$ cat src/rtl/cic_pkg.sv
package cic_pkg;

  localparam int ADDR_W     = 16;
  localparam int DATA_W     = 8;
  localparam int BLK_W      = 3;
  localparam int GROUP_SPAN = 32;
  localparam int OFF_CLR    = 1;
  localparam int OFF_MASK   = 8;
  localparam int OFF_RT     = 15;

  typedef enum logic [2:0] {
    RK_NONE = 3'd0,
    RK_SUM  = 3'd1,
    RK_PEND = 3'd2,
    RK_MASK = 3'd3,
    RK_RT   = 3'd4,
    RK_CLR  = 3'd5
  } reg_kind_e;

  typedef struct packed {
    reg_kind_e        kind;
    logic             mst;
    logic [BLK_W-1:0] blk;
  } reg_sel_t;

  // flat source index of bit 'bitn' in block 'blk1' (1-based) of master 'mst'
  function automatic int src_index(input int mst, input int blk1, input int bitn,
                                   input int nb, input int sw);
    return ((mst * nb + blk1 - 1) * sw) + bitn;
  endfunction

  // offset of an address inside a master group, -1 when outside both groups
  function automatic int group_off(input logic [ADDR_W-1:0] addr, input int base0,
                                   input int base1, output logic mst);
    int a;
    a   = int'(addr);
    mst = 1'b0;
    if (a >= base0 && a < base0 + GROUP_SPAN) return a - base0;
    if (a >= base1 && a < base1 + GROUP_SPAN) begin
      mst = 1'b1;
      return a - base1;
    end
    return -1;
  endfunction

  function automatic reg_sel_t decode_rd(input logic [ADDR_W-1:0] addr, input int base0,
                                         input int base1, input int nb);
    reg_sel_t s;
    logic     m;
    int       off;
    s     = '0;
    off   = group_off(addr, base0, base1, m);
    s.mst = m;
    if (off == 0) begin
      s.kind = RK_SUM;
    end else if (off >= 1 && off <= nb) begin
      s.kind = RK_PEND;
      s.blk  = BLK_W'(off - 1);
    end else if (off > OFF_MASK && off <= OFF_MASK + nb) begin
      s.kind = RK_MASK;
      s.blk  = BLK_W'(off - OFF_MASK - 1);
    end else if (off > OFF_RT && off <= OFF_RT + nb) begin
      s.kind = RK_RT;
      s.blk  = BLK_W'(off - OFF_RT - 1);
    end
    return s;
  endfunction

  function automatic reg_sel_t decode_wr(input logic [ADDR_W-1:0] addr, input int base0,
                                         input int base1, input int nb);
    reg_sel_t s;
    logic     m;
    int       off;
    s     = '0;
    off   = group_off(addr, base0, base1, m);
    s.mst = m;
    if (off > OFF_CLR && off <= OFF_CLR + nb) begin
      s.kind = RK_CLR;
      s.blk  = BLK_W'(off - OFF_CLR - 1);
    end else if (off > OFF_MASK && off <= OFF_MASK + nb) begin
      s.kind = RK_MASK;
      s.blk  = BLK_W'(off - OFF_MASK - 1);
    end
    return s;
  endfunction

endpackage

$ cat src/rtl/cic_block.sv
module cic_block #(
  parameter int SW = 8
) (
  input  logic          clk,
  input  logic          rst_n,
  input  logic [SW-1:0] src_i,
  input  logic          clr_we_i,
  input  logic          mask_we_i,
  input  logic [SW-1:0] wdata_i,
  output logic [SW-1:0] latched_o,
  output logic [SW-1:0] mask_o,
  output logic [SW-1:0] pend_o,
  output logic          any_o
);

  logic [SW-1:0] src_q;
  logic [SW-1:0] edge_w;
  logic [SW-1:0] clr_w;

  assign edge_w = src_i & ~src_q;
  assign clr_w  = clr_we_i ? wdata_i : '0;

  always_ff @(posedge clk) begin
    if (!rst_n) begin
      src_q     <= '0;
      latched_o <= '0;
      mask_o    <= '1;
    end else begin
      src_q     <= src_i;
      latched_o <= (latched_o & ~clr_w) | edge_w;
      if (mask_we_i) mask_o <= wdata_i;
    end
  end

  assign pend_o = latched_o & ~mask_o;
  assign any_o  = |pend_o;

  // a detected edge is latched on the next cycle
  assert_edge_latched_R2: assert property (@(posedge clk) disable iff (!rst_n)
    (edge_w != '0) |=> ((latched_o & $past(edge_w)) == $past(edge_w)));

  // no latched bit appears without an edge
  assert_no_spurious_set_R2: assert property (@(posedge clk) disable iff (!rst_n)
    1'b1 |=> ((latched_o & ~$past(latched_o) & ~$past(edge_w)) == '0));

  // cleared bits drop unless a new edge arrives alongside
  assert_clear_effect_R3: assert property (@(posedge clk) disable iff (!rst_n)
    clr_we_i |=> ((latched_o & $past(wdata_i & ~edge_w)) == '0));

  // the mask only moves on its own write strobe
  assert_mask_stable_R4: assert property (@(posedge clk) disable iff (!rst_n)
    !mask_we_i |=> $stable(mask_o));

endmodule

$ cat src/rtl/cic_master.sv
module cic_master #(
  parameter int NB = 7
) (
  input  logic [NB-1:0] blk_any_i,
  input  logic          cascade_i,
  output logic [NB:0]   sum_o
);

  assign sum_o = {blk_any_i, cascade_i};

endmodule

$ cat src/rtl/cascade_irq_ctrl.sv
module cascade_irq_ctrl
  import cic_pkg::*;
#(
  parameter int NB    = 7,
  parameter int SW    = 8,
  parameter int BASE0 = 32'h130,
  parameter int BASE1 = 32'h1B0
) (
  input  logic                 clk,
  input  logic                 rst_n,
  input  logic [2*NB*SW-1:0]   src_i,
  input  logic [ADDR_W-1:0]    reg_addr_i,
  input  logic                 reg_we_i,
  input  logic [DATA_W-1:0]    reg_wdata_i,
  output logic [DATA_W-1:0]    reg_rdata_o,
  output logic                 irq_o
);

  localparam int NM = 2;

  reg_sel_t rsel;
  reg_sel_t wsel;

  logic [SW-1:0]         latch_w [NM][NB];
  logic [SW-1:0]         mask_w  [NM][NB];
  logic [SW-1:0]         pend_w  [NM][NB];
  logic [SW-1:0]         rt_w    [NM][NB];
  logic [NM-1:0][NB-1:0] blk_any;
  logic [NM-1:0][NB:0]   sum_w;

  assign rsel = decode_rd(reg_addr_i, BASE0, BASE1, NB);
  assign wsel = decode_wr(reg_addr_i, BASE0, BASE1, NB);

  for (genvar m = 0; m < NM; m++) begin : g_mst
    for (genvar b = 0; b < NB; b++) begin : g_blk
      localparam int LSB = src_index(m, b + 1, 0, NB, SW);
      logic sel_hit;
      logic any_w;

      assign sel_hit = reg_we_i && (wsel.mst == 1'(m)) && (wsel.blk == BLK_W'(b));
      assign rt_w[m][b] = src_i[LSB +: SW];

      cic_block #(.SW(SW)) u_blk (
        .clk       (clk),
        .rst_n     (rst_n),
        .src_i     (src_i[LSB +: SW]),
        .clr_we_i  (sel_hit && (wsel.kind == RK_CLR)),
        .mask_we_i (sel_hit && (wsel.kind == RK_MASK)),
        .wdata_i   (SW'(reg_wdata_i)),
        .latched_o (latch_w[m][b]),
        .mask_o    (mask_w[m][b]),
        .pend_o    (pend_w[m][b]),
        .any_o     (any_w)
      );
      assign blk_any[m][b] = any_w;
    end

    logic casc_w;
    if (m == 0) begin : g_casc
      assign casc_w = |sum_w[1][NB:1];
    end else begin : g_nocasc
      assign casc_w = 1'b0;
    end

    cic_master #(.NB(NB)) u_mst (
      .blk_any_i (blk_any[m]),
      .cascade_i (casc_w),
      .sum_o     (sum_w[m])
    );
  end

  always_comb begin
    reg_rdata_o = '0;
    unique case (rsel.kind)
      RK_SUM:  reg_rdata_o = DATA_W'(sum_w[rsel.mst]);
      RK_PEND: reg_rdata_o = DATA_W'(pend_w[rsel.mst][rsel.blk]);
      RK_MASK: reg_rdata_o = DATA_W'(mask_w[rsel.mst][rsel.blk]);
      RK_RT:   reg_rdata_o = DATA_W'(rt_w[rsel.mst][rsel.blk]);
      default: reg_rdata_o = '0;
    endcase
  end

  assign irq_o = |sum_w[0];

  // host line only when some block somewhere has pending bits
  assert_irq_has_cause_R8: assert property (@(posedge clk) disable iff (!rst_n)
    irq_o |-> (blk_any != '0));

  // any pending block, in either master, reaches the host line
  assert_pend_reaches_irq_R7: assert property (@(posedge clk) disable iff (!rst_n)
    (blk_any != '0) |-> irq_o);

  // master 1 activity shows up as the cascade flag
  assert_cascade_flag_R7: assert property (@(posedge clk) disable iff (!rst_n)
    (|sum_w[1][NB:1]) |-> sum_w[0][0]);

  // a latched bit sits in exactly one state group, writes cannot reach it elsewhere
  assert_latch_no_phantom_R10: assert property (@(posedge clk) disable iff (!rst_n)
    (!reg_we_i && src_i == '0) |=> (latch_w[0][0] & ~$past(latch_w[0][0])) == '0);

endmodule

$ cat config.mk
export PLATFORM = sky130hd
export DESIGN_NAME = cascade_irq_ctrl
export DESIGN_NICKNAME = d
export VERILOG_FILES = /design/src/rtl/cic_pkg.sv /design/src/rtl/cic_block.sv /design/src/rtl/cic_master.sv /design/src/rtl/cascade_irq_ctrl.sv
export SDC_FILE = /design/constraint.sdc
export NUM_CORES = 1
export LEC_CHECK = 0
export BUFFER_PORTS_ARGS = -buffer_cell sky130_fd_sc_hd__buf_2
export CAP_MARGIN = 40
export CORE_UTILIZATION = 40
export CTS_CLUSTER_SIZE = 28
export DETAILED_ROUTE_END_ITERATION = 7
export PLACE_DENSITY = 0.71
export SYNTH_ARGS = -nofsm -noshare
export SYNTH_HDL_FRONTEND = slang
export SYNTH_HIERARCHICAL = 1
export SYNTH_SLANG_ARGS = --single-unit
$ cat constraint.sdc
create_clock -name clk -period 3.45 [get_ports clk]
set_input_delay 0.345 -clock clk [delete_from_list [all_inputs] [get_ports clk]]
set_output_delay 0.345 -clock clk [all_outputs]
set_load 0.01 [all_outputs]
==> results.cfg <==
[sta]
hold_viol_final = 0
setup_ws_ps = -270.1
relSlewSlack_pct = 36.54
clock.fmax_mhz = 268.8
min_period_ps = 3720
finalSetupTns_ps = -1648
setup_violations = 8
finalClockSkew_ps = 11.61
rsz0062_at_grt = true
drv_slew = 0
period_share_pct = 107.8
worstMarginPinSlew_ps = 951.9

[final_layout]
fin_area_sq_mm = 0.02179
register_area_sq_mm = 0.006726
drive_above_1_share_pct = 25.60
fin_nets = 2425
syn2layout_area_growth_pct = 24.62
fillers = 4066
final_cells = 2894
multiInputGateArea_sq_mm = 0.01029
antennaDiodeCount = 0

[setup_path]
critical_path_class = primary input to output pin
arrival_ps = 3380
worst_r2r_path_depth = 2
cp-end-kind = output pin
cp-start-kind = primary input
crit_required_ps = 3110
cp_max_fo = 6

[global_routing]
gr-total-overflow = 0
grt_usage_pct = 28.07
grt_pass1_vias = 15590
grt_max_degree = 120
antenna_found_initial = 1
grt_pass1_wl_microns = 93760

[synthesis]
async_flop_share_pct = 0
synth_cell_types = 69
synthesis.nets = 2162
netlist_area_sq_mm = 0.01749
synth-seq-cells = 336
ys.warnings.count = 6
synthFlopType = dfxtp_1
avgSynthCellArea_sq_um = 8.652
seq_area_frac_synth_pct = 38.47
synth-edff-count = 0
syn_inst = 2021

[pwr]
power_frac_seq_pct = 45.7
swShare_pct = 23.59
comb_power_share_pct = 8.2
vdd_drop_max_mv = 0.3503
p_sw_mw = 2.139
leakage_nw = 8.338
p_per_area_mw_per_mm2 = 416.0
clockPowerShare_pct = 46.1
internal-power_mw = 6.926

[drt]
finalWirelength_microns = 63250
wl_met3_microns = 3760
ant_nets = 0
drt_first_iter_violations = 1190
wl_per_cell_microns = 21.86
wl_met1_microns = 26640
viasPerCell = 5.387
wl_met2_microns = 30440
vias = 15590
drt_pass1_iterations = 6
top_layer = met4
drc = 0

[clocking]
cts_root_buf = clkbuf_16
cts_tree = yes
numClockSinks = 336
htreeDepth = 2
clk_latency_ps = 560
path_clk_slew_ps = 60
cts_inserted_buffers = 37
clock_tree.buffer_depth = 3

[place]
place_ws_ps = -494.9
place_area_sq_mm = 0.01969
dp.cells = 2799
gp_congestion = 0.9742
dpl.hpwl_microns = 45820
port_buffers = 147

[floorplan]
io_pins = 148
die_area_sq_mm = 0.04455
fp-row-count = 76
fp.dieW_microns = 211.1
fp.coreArea_sq_mm = 0.04308
start_util_pct = 40.59
die_h_microns = 211.1

[worst_hold_path]
min_path_cells = 2
min_path_type = primary input to flip-flop

[run]
drv_cap = 0

[outcome]
status = finished, violations left
violations = setup timing
-- worst max-delay path: stages --
cell and delay (ps):
buf_6 90, or3_4 390, o31a_1 320, or3_4 380, nor2_4 140, buf_12 150, buf_6 110, mux4_2 540
a21oi_2 140, o21ai_1 60, a2111o_1 510, buf_2 180
-- layer usage --
metal | vias up | track usage [%]
met1 | 7531 | 35.39
met4 | 0 | 11.47
li1 | 7333 | -
met3 | 135 | 3.910
met2 | 591 | 47.99
met5 | - | 0
-- cell usage after synthesis, types with 7 or more instances --
cell / count / share of area (%)
and2_1: 114 / 4.1
nand2_1: 373 / 8.0
mux2i_1: 155 / 8.9
nor4_2: 28 / 2.0
o21ai_0: 43 / 1.2
dfxtp_1: 336 / 38
mux4_2: 20 / 2.6
a211oi_1: 26 / 1.1
nor2b_4: 56 / 4.4
buf_2: 61 / 1.7
nand3_1: 34 / 0.97
mux2_2: 9 / 0.58
nor2_1: 82 / 1.8
nor3_1: 7 / 0.20
a31oi_1: 12 / 0.43
nand4_1: 9 / 0.32
clkbuf_1: 24 / 0.52
a21oi_1: 178 / 5.1
nor2b_1: 299 / 11
buf_6: 9 / 0.58
buf_4: 35 / 1.5
-- layout by cell type, fill, tap and decap left out, drive strengths merged, types with 12 or more instances in the layout --
master	Yosys	final
a211oi	26	26
clkbuf	26	51
nor4	34	34
mux4	20	20
mux2	13	13
buf	107	347
dfxtp	336	336
nor2b	355	355
mux2i	155	155
and2	114	114
nand3	34	34
a31oi	12	12
o21ai	49	49
nor2	83	83
a21oi	179	179
nand2	374	374
-- cells by family after synthesis --
logic type               Yosys count  share of synthesized area [%]
flip-flops                       336                          38.47
other                              1                        0.02145
AO/OA/AOI/OAI                    314                          10.39
adder cells (fa/ha/maj)            2                         0.1431
buffers and inverters            139                          4.587
XOR/XNOR                           1                        0.05010
AND/OR/NAND/NOR                 1040                          34.05
multiplexers                     188                          12.29
-- power by group through the flow --
stage                     logic, mW  clock network [mW]  registers (mW)
after CTS                     0.724                4.23            4.14
final                         0.740                4.18            4.15
after global placement        0.683                   0            4.22
after detailed placement      0.702                   0            4.23
after floorplan               0.377                   0            4.18
after global routing          0.799                4.39            4.16
-- final timing paths --
kind | from | slack, ps | endpoint
min reg2reg | g_mst[1].g_blk[2].u_blk/latched_o[5] | 500 | g_mst[1].g_blk[2].u_blk/latched_o[5]
min | src_i[8] | 8 | g_mst[0].g_blk[1].u_blk/src_q[0]
max reg2reg | g_mst[0].g_blk[3].u_blk/mask_o[4] | 2670 | g_mst[0].g_blk[3].u_blk/mask_o[4]
max | reg_addr_i[1] | -270 | reg_rdata_o[2]
-- state kept, by name (all words and copies together), names as in the netlist --
name                         cells
g_mst.g_blk.u_blk/src_q        112
g_mst.g_blk.u_blk/mask_o       112
g_mst.g_blk.u_blk/latched_o    112
-- cell type report --
| cell class | count | area share [%] |
|---|---|---|
| inverters | 6 | 0.1034 |
| flip-flops and latches | 336 | 30.87 |
| multi-input cells | 1548 | 47.22 |
| well taps | 585 | 3.359 |
| clock inverters | 16 | 1.074 |
| repair buffers | 355 | 12.56 |
| clock buffers | 48 | 4.812 |
-- stage by stage --
stage               util [%]  power [mW]  hold WS [ps]
floorplan                  -       4.561         455.9
detailed placement     45.71       4.930         489.2
global route           50.58       9.341         13.99
finish                 50.58       9.064         8.480
CTS                    49.83       9.097        0.2987
global placement       45.65       4.905         474.5
-- timing repair --
item,4_1_cts,5_1_grt
gates resized for setup,61,58
setup endpoints to repair,8,8
setup buffers,8,13
hold buffers,3,0
endpoints found under the hold margin,3,0
pin swaps,15,33
gates cloned,7,3
Power figures use the tool's default switching activity.
